**config.mk**
```make
export PLATFORM = sky130hd
export DESIGN_NAME = dram_addr_mapper
export DESIGN_NICKNAME = d
export VERILOG_FILES = /design/src/rtl/dram_map_pkg.sv /design/src/rtl/dram_addr_split.sv /design/src/rtl/dram_bank_slot.sv /design/src/rtl/dram_addr_mapper.sv
export SDC_FILE = /design/constraint.sdc
export NUM_CORES = 1
export LEC_CHECK = 0
export BUFFER_PORTS_ARGS = -buffer_cell sky130_fd_sc_hd__buf_2
export CAP_MARGIN = 15
export CELL_PAD_IN_SITES_DETAIL_PLACEMENT = 0
export CELL_PAD_IN_SITES_GLOBAL_PLACEMENT = 1
export CORE_ASPECT_RATIO = 2
export CORE_UTILIZATION = 30
export DETAILED_ROUTE_END_ITERATION = 8
export PLACE_DENSITY = 0.66
export RECOVER_POWER = 100
export SLEW_MARGIN = 10
export SYNTH_ARGS = -nofsm -noshare
export SYNTH_HDL_FRONTEND = slang
export SYNTH_SLANG_ARGS = --single-unit
```
**constraint.sdc**
```tcl
create_clock -name clk -period 5.87 [get_ports clk]
set_input_delay 0 -clock clk [delete_from_list [all_inputs] [get_ports clk]]
set_output_delay 0 -clock clk [all_outputs]
set_load 0.02 [all_outputs]
```
**src/rtl/dram_map_pkg.sv**
```systemverilog
package dram_map_pkg;

    localparam int unsigned DEF_BANK_BITS = 3;
    localparam int unsigned DEF_ROW_BITS  = 14;
    localparam int unsigned DEF_COL_BITS  = 10;
    localparam int unsigned BYTE_OFS_BITS = 1;

    typedef enum logic [1:0] {
        KIND_EMPTY = 2'd0,
        KIND_HIT   = 2'd1,
        KIND_MISS  = 2'd2
    } access_kind_e;

    function automatic access_kind_e classify(input logic is_open, input logic same_row);
        if (!is_open)
            return KIND_EMPTY;
        else if (same_row)
            return KIND_HIT;
        else
            return KIND_MISS;
    endfunction

endpackage

```
**src/rtl/dram_addr_split.sv**
```systemverilog
module dram_addr_split #(
    parameter int unsigned BANK_BITS = dram_map_pkg::DEF_BANK_BITS,
    parameter int unsigned ROW_BITS  = dram_map_pkg::DEF_ROW_BITS,
    parameter int unsigned COL_BITS  = dram_map_pkg::DEF_COL_BITS,
    localparam int unsigned OFS      = dram_map_pkg::BYTE_OFS_BITS,
    localparam int unsigned ADDR_W   = OFS + COL_BITS + BANK_BITS + ROW_BITS
) (
    input  logic [ADDR_W-1:0]    addr,
    input  logic                 page_mode,
    output logic [BANK_BITS-1:0] bank,
    output logic [ROW_BITS-1:0]  row,
    output logic [COL_BITS-1:0]  col
);
    localparam int unsigned COL_LO   = OFS;
    localparam int unsigned ABOVE_C  = OFS + COL_BITS;
    localparam int unsigned ABOVE_R  = OFS + COL_BITS + ROW_BITS;
    localparam int unsigned ABOVE_CB = OFS + COL_BITS + BANK_BITS;

    always_comb begin
        col = addr[COL_LO +: COL_BITS];
        if (page_mode) begin
            bank = addr[ABOVE_C +: BANK_BITS];
            row  = addr[ABOVE_CB +: ROW_BITS];
        end else begin
            row  = addr[ABOVE_C +: ROW_BITS];
            bank = addr[ABOVE_R +: BANK_BITS];
        end
    end
endmodule

```
**src/rtl/dram_bank_slot.sv**
```systemverilog
module dram_bank_slot #(
    parameter int unsigned ROW_BITS = dram_map_pkg::DEF_ROW_BITS
) (
    input  logic                clk,
    input  logic                rst,
    input  logic                clear_all,
    input  logic                touch,
    input  logic                keep_open,
    input  logic [ROW_BITS-1:0] row_in,
    output logic                is_open,
    output logic [ROW_BITS-1:0] open_row
);
    always_ff @(posedge clk) begin
        if (rst || clear_all) begin
            is_open <= 1'b0;
        end else if (touch) begin
            is_open <= keep_open;
        end
    end

    always_ff @(posedge clk) begin
        if (rst) begin
            open_row <= '0;
        end else if (touch) begin
            open_row <= row_in;
        end
    end
endmodule

```
**src/rtl/dram_addr_mapper.sv**
```systemverilog
module dram_addr_mapper #(
    parameter int unsigned BANK_BITS = dram_map_pkg::DEF_BANK_BITS,
    parameter int unsigned ROW_BITS  = dram_map_pkg::DEF_ROW_BITS,
    parameter int unsigned COL_BITS  = dram_map_pkg::DEF_COL_BITS,
    localparam int unsigned ADDR_W   = dram_map_pkg::BYTE_OFS_BITS + COL_BITS + BANK_BITS + ROW_BITS
) (
    input  logic                 clk,
    input  logic                 rst,
    input  logic                 req_valid,
    input  logic [ADDR_W-1:0]    req_addr,
    input  logic                 page_mode,
    input  logic                 close_policy,
    input  logic                 prechg_all,
    output logic                 out_valid,
    output logic [BANK_BITS-1:0] out_bank,
    output logic [ROW_BITS-1:0]  out_row,
    output logic [COL_BITS-1:0]  out_col,
    output logic [1:0]           out_kind,
    output logic                 out_close
);
    import dram_map_pkg::*;

    localparam int unsigned NUM_BANKS = 1 << BANK_BITS;

    logic [BANK_BITS-1:0] dec_bank;
    logic [ROW_BITS-1:0]  dec_row;
    logic [COL_BITS-1:0]  dec_col;
    logic [1:0]           mode_q;
    logic                 mode_change;
    logic                 clear_all;
    logic [NUM_BANKS-1:0] bank_open;
    logic [ROW_BITS-1:0]  bank_row [NUM_BANKS];
    access_kind_e         kind_now;

    dram_addr_split #(
        .BANK_BITS(BANK_BITS),
        .ROW_BITS (ROW_BITS),
        .COL_BITS (COL_BITS)
    ) u_split (
        .addr     (req_addr),
        .page_mode(page_mode),
        .bank     (dec_bank),
        .row      (dec_row),
        .col      (dec_col)
    );

    always_ff @(posedge clk) begin
        mode_q <= {page_mode, close_policy};
    end

    // The first cycle after reset sees mode_q already loaded, so no spurious clear.
    assign mode_change = (mode_q != {page_mode, close_policy});
    assign clear_all   = prechg_all || mode_change;

    for (genvar b = 0; b < NUM_BANKS; b++) begin : g_bank
        dram_bank_slot #(.ROW_BITS(ROW_BITS)) u_slot (
            .clk      (clk),
            .rst      (rst),
            .clear_all(clear_all),
            .touch    (req_valid && (dec_bank == BANK_BITS'(b))),
            .keep_open(!close_policy),
            .row_in   (dec_row),
            .is_open  (bank_open[b]),
            .open_row (bank_row[b])
        );
    end

    assign kind_now = classify(bank_open[dec_bank], bank_row[dec_bank] == dec_row);

    always_ff @(posedge clk) begin
        if (rst) begin
            out_valid <= 1'b0;
            out_bank  <= '0;
            out_row   <= '0;
            out_col   <= '0;
            out_kind  <= KIND_EMPTY;
            out_close <= 1'b0;
        end else begin
            out_valid <= req_valid;
            if (req_valid) begin
                out_bank  <= dec_bank;
                out_row   <= dec_row;
                out_col   <= dec_col;
                out_kind  <= kind_now;
                out_close <= close_policy;
            end
        end
    end
endmodule

```
==> summary.txt <==
Logic synthesis
  – Post-Synthesis Cell Area: 6760 um2
  – Gate Count Post-Synth: around 760
  – Seq/Total Area, Yosys: 45.3%
  – Synth Net Count: between 700 and 800
  – Post-synthesis cell type count: between 50 and 60
  – Number of synthesized flops with an enable pin: 0
  – Dominant synthesized flop cell: dfxtp_1
  – Flops & latches, synth: between 150 and 200
  – Synthesized area per cell: roughly 8.9 um2
  – Warnings from Yosys: 0
  – Async set-reset flop share out of synthesis: 0%

Worst hold path
  – Hold endpoint: g_bank[2].u_slot.is_open
  – Worst hold path depth: 3
  – Hold Startpoint: prechg_all
  – Type of the most critical hold path: in2reg

Power
  – Switching Fraction: around 28%
  – Sw Pwr: around 0.00068 W
  – Pleak: around 2.6 nW
  – Pwr Density: a little over 300 nW/um2
  – Combinational share of power: approximately 14%
  – VDD IR-drop max: about 0.16 mV
  – Design Power: about 0.0024 W
  – Cell Int Power: 0.00175 W
  – Seq pwr share: between 40% and 50%
  – Clock share of power: about two fifths

Worst setup path
  – CP arrival: between 4 and 5 ns
  – Worst path cell trace: clkbuf_1, clkbuf_1, mux2i_2, buf_4, mux4_2, mux2i_1, xnor2_1, nand4_1, nor4_2, o41ai_2
  – CP Buf/Inv Count: 3
  – Reg2reg end: out_kind[1]
  – Critical path peak fanout: 30
  – Crit path max-delay family: buffers and inverters
  – RR Startpoint: g_bank[3].u_slot.open_row[6]
  – Worst Path Required: about 6.0 ns
  – Worst setup SP type: primary input
  – Crit. End Element: flip-flop
  – Worst R2R Path Depth: 8
  – Most frequent CP cell: clkbuf_1
  – R2r setup slk: between 3 and 4 ns
  – Slowest-stage cell, CP: clkbuf_1
  – CP peak stage delay: ~1.2 ns
  – Critical path type: in2reg

Placed design
  – Dpl hpwl: ~15000 um
  – Gpl congestion: about 0.80
  – Port buffer count: 63
  – Dpl cell area: around 7300 um2

Die
  – Core footprint: about 22000 um2
  – Initial Util: 30.7%
  – # IOs: 65
  – Die span in x: 108 um
  – Std-Cell Rows: 77
  – Die area: 23200 um2
  – Die Ht: around 210 um

Run status
  – Status: finished with violations
  – Failing checks: capacitance limit, slew limit

STA
  – Final Hold Fails: 0
  – Final worst-path cycle share: a little under three quarters
  – Tmin final: 4.19 ns
  – Setup Viol. Count Final: 0
  – Pins Over Slew Limit: 140
  – Final Skew: approximately 0.007 ns
  – RSZ-0062 raised after global routing: false
  – Setup TNS: 0 ns
  – Slew @ Worst Pin: approximately 4.3 ns
  – Slew margin rel.: -185%
  – Max Fclk: roughly 240 MHz

Detailed routing
  – Drt first pass iters: 4
  – Drt initial violations: 283
  – Routed vias/inst: just over 5
  – Final WL: approximately 22000 um
  – Drt drc: 0
  – Post-DR wirelength/cell: 19.8 um
  – ANT nets after route: 0
  – Via count: between 5k and 6k

Clock tree
  – CTS sink cnt: roughly 150
  – Clock transition at path regs: 0.06 ns
  – CTS buffer count: 17
  – Longest Clk Path Bufs: 2
  – CTS tree: yes
  – Skew-Pair Late Insertion Delay: between 0.4 and 0.5 ns
  – Setup Fix Bufs, Post-CTS: 0
  – CTS HTree Levels: 4
  – Clock Tree Root: clkbuf_16

Finish
  – Fin nets: 839
  – Antenna Cells: 0
  – Layout area overhead: 15.5%
  – Post-route cell area: 7810 um2
  – Layout cells sized above 1: between 10% and 20%

Global routing
  – GRT Overall Usage: roughly a fifth
  – Largest net degree at the start of global routing: between 90 and 100
  – First-pass GRT wire length: around 34000 um
  – Vias in the first global route: 5525
  – Initial antenna violation count: 0
  – Remaining Overflow, GRT: 0

Run
  – Max-cap violation count: 3
[synth_stat cells, drive strengths merged (3+ instances only)]
library cell / number / area (um2)
nor2: 160 / 603
dfxtp: 153 / 3060
a211oi: 137 / 1030
nand2: 67 / 254
clkbuf: 48 / 180
mux2i: 33 / 395
buf: 21 / 148
a21oi: 19 / 95.1
o22ai: 12 / 75.1
xnor2: 11 / 96.3
and3: 8 / 50.1
o221ai: 8 / 70.1
nand3: 6 / 30.0
nor4: 6 / 43.8
nand3b: 5 / 41.3
nor3: 5 / 25.0
xor2: 5 / 43.8
mux2: 4 / 48.8
mux4: 4 / 90.1
o21a: 4 / 30.0
o21ai: 4 / 20.0
or2: 4 / 25.0
and2: 3 / 21.3
nand4: 3 / 18.8
o22a: 3 / 26.3
or3b: 3 / 26.3
[logic make-up (layout without fill, tap and decap cells)]
logic type | count (synthesis) | after routing | synth area share (%)
multiplexers | 41 | 41 | 7.90
flip-flops | 153 | 153 | 45.3
AND/OR/NAND/NOR | 280 | 280 | 17.9
buffers and inverters | 71 | 126 | 4.96
XOR/XNOR | 16 | 16 | 2.07
AO/OA/AOI/OAI | 200 | 200 | 21.8
[metal layers]
metal / part of all wire, % / track usage [%] / vias up
met1: 40 / 22.4 / 2688
met3: 3.1 / 3.74 / 32
met2: 54 / 34.7 / 104
met5: 0 / 0 / -
li1: - / - / 2824
met4: 3.1 / 9.59 / 0
[state kept, by name, indices dropped and copies added (netlist names)]
signal,count
out_close,1
mode_q,2
g_bank.u_slot.is_open,8
out_row,14
out_valid,1
out_col,10
out_bank,3
out_kind,2
g_bank.u_slot.open_row,112
[cell type report]
cell class,instances,area (um2)
inverter,2,7.51
timing repair buffer,94,514
fill,2303,14300
multi-input combinational,537,3370
tap,276,345
clock inverter,8,51.3
sequential,153,3060
clock buffer,22,454
[tightest hold or removal path, delay by kind of cell]
family	cells	cell delay [ns]
AOI/OAI and AO/OA	1	0.08
and+or+nand+nor	1	0.26
buffers and inverters	1	0.08
[per-stage QoR]
| stage | hold WS (ns) | util, % | std cells | setup slack [ns] |
|---|---|---|---|---|
| finish | 0.0397 | 35.4 | 1092 | 1.68 |
| global route | 0.0664 | 35.4 | 1092 | 1.45 |
| CTS | 0.0345 | 35.8 | 1092 | 2.84 |
| detailed placement | 0.244 | 33.0 | 1051 | 2.38 |
| global placement | 0.233 | 33.0 | 1051 | 2.41 |
| floorplan | 0.0277 | - | 761 | 3.91 |
[worst max path at each step]
stage	from	endpoint	slack (ns)	cells past startpoint
finish	page_mode	out_kind[1]	1.68	10
global route	page_mode	out_kind[1]	1.45	10
CTS	page_mode	out_kind[1]	2.84	10
detailed placement	page_mode	out_kind[1]	2.38	10
global placement	page_mode	out_kind[1]	2.41	10
floorplan	page_mode	out_kind[1]	3.91	8
[power by group through the flow]
stage,clock [W],combinational (W),sequential (W)
2_1_floorplan,0,0.000217,0.00114
3_3_place_gp,0,0.000348,0.00113
5_1_grt,0.00104,0.000375,0.00111
3_5_place_dp,0,0.000349,0.00113
6_report,0.000975,0.000345,0.00111
4_1_cts,0.000997,0.000356,0.00111
[cells in the final DEF (no fill, tap or decap), types with 2 or more instances in the layout]
master	netlist	layout
xnor2_1	11	11
o21a_1	4	4
xor2_1	5	5
dfxtp_1	153	153
nand3_1	6	6
mux2_2	3	2
nor3_1	5	5
and3_1	8	8
or3b_1	2	2
buf_2	10	29
clkbuf_1	48	43
clkinvlp_4	0	3
o22ai_1	12	12
a21oi_1	19	19
inv_1	2	2
o221ai_1	8	8
nand3b_1	4	4
clkinv_2	0	4
a211oi_1	137	137
or2_2	3	3
nand4_1	3	3
buf_4	4	15
or3_1	2	2
nor2_1	159	156
mux4_2	4	4
nor3b_1	2	2
nand2b_1	2	2
nand2_1	66	66
o21ai_0	4	4
dlygate4sd3_1	0	11
o22a_1	3	3
o32ai_2	2	2
a32oi_1	2	2
clkbuf_16	0	17
mux2i_2	14	13
a31oi_1	2	2
nor4_1	5	5
mux2i_1	18	19
nor2_2	1	3
[repair_timing]
item                                   CTS  global route
endpoints found under the hold margin   19             0
gates resized for setup                  0             0
hold buffers                            11             0
Note: power is estimated with default switching activity, not from simulation.
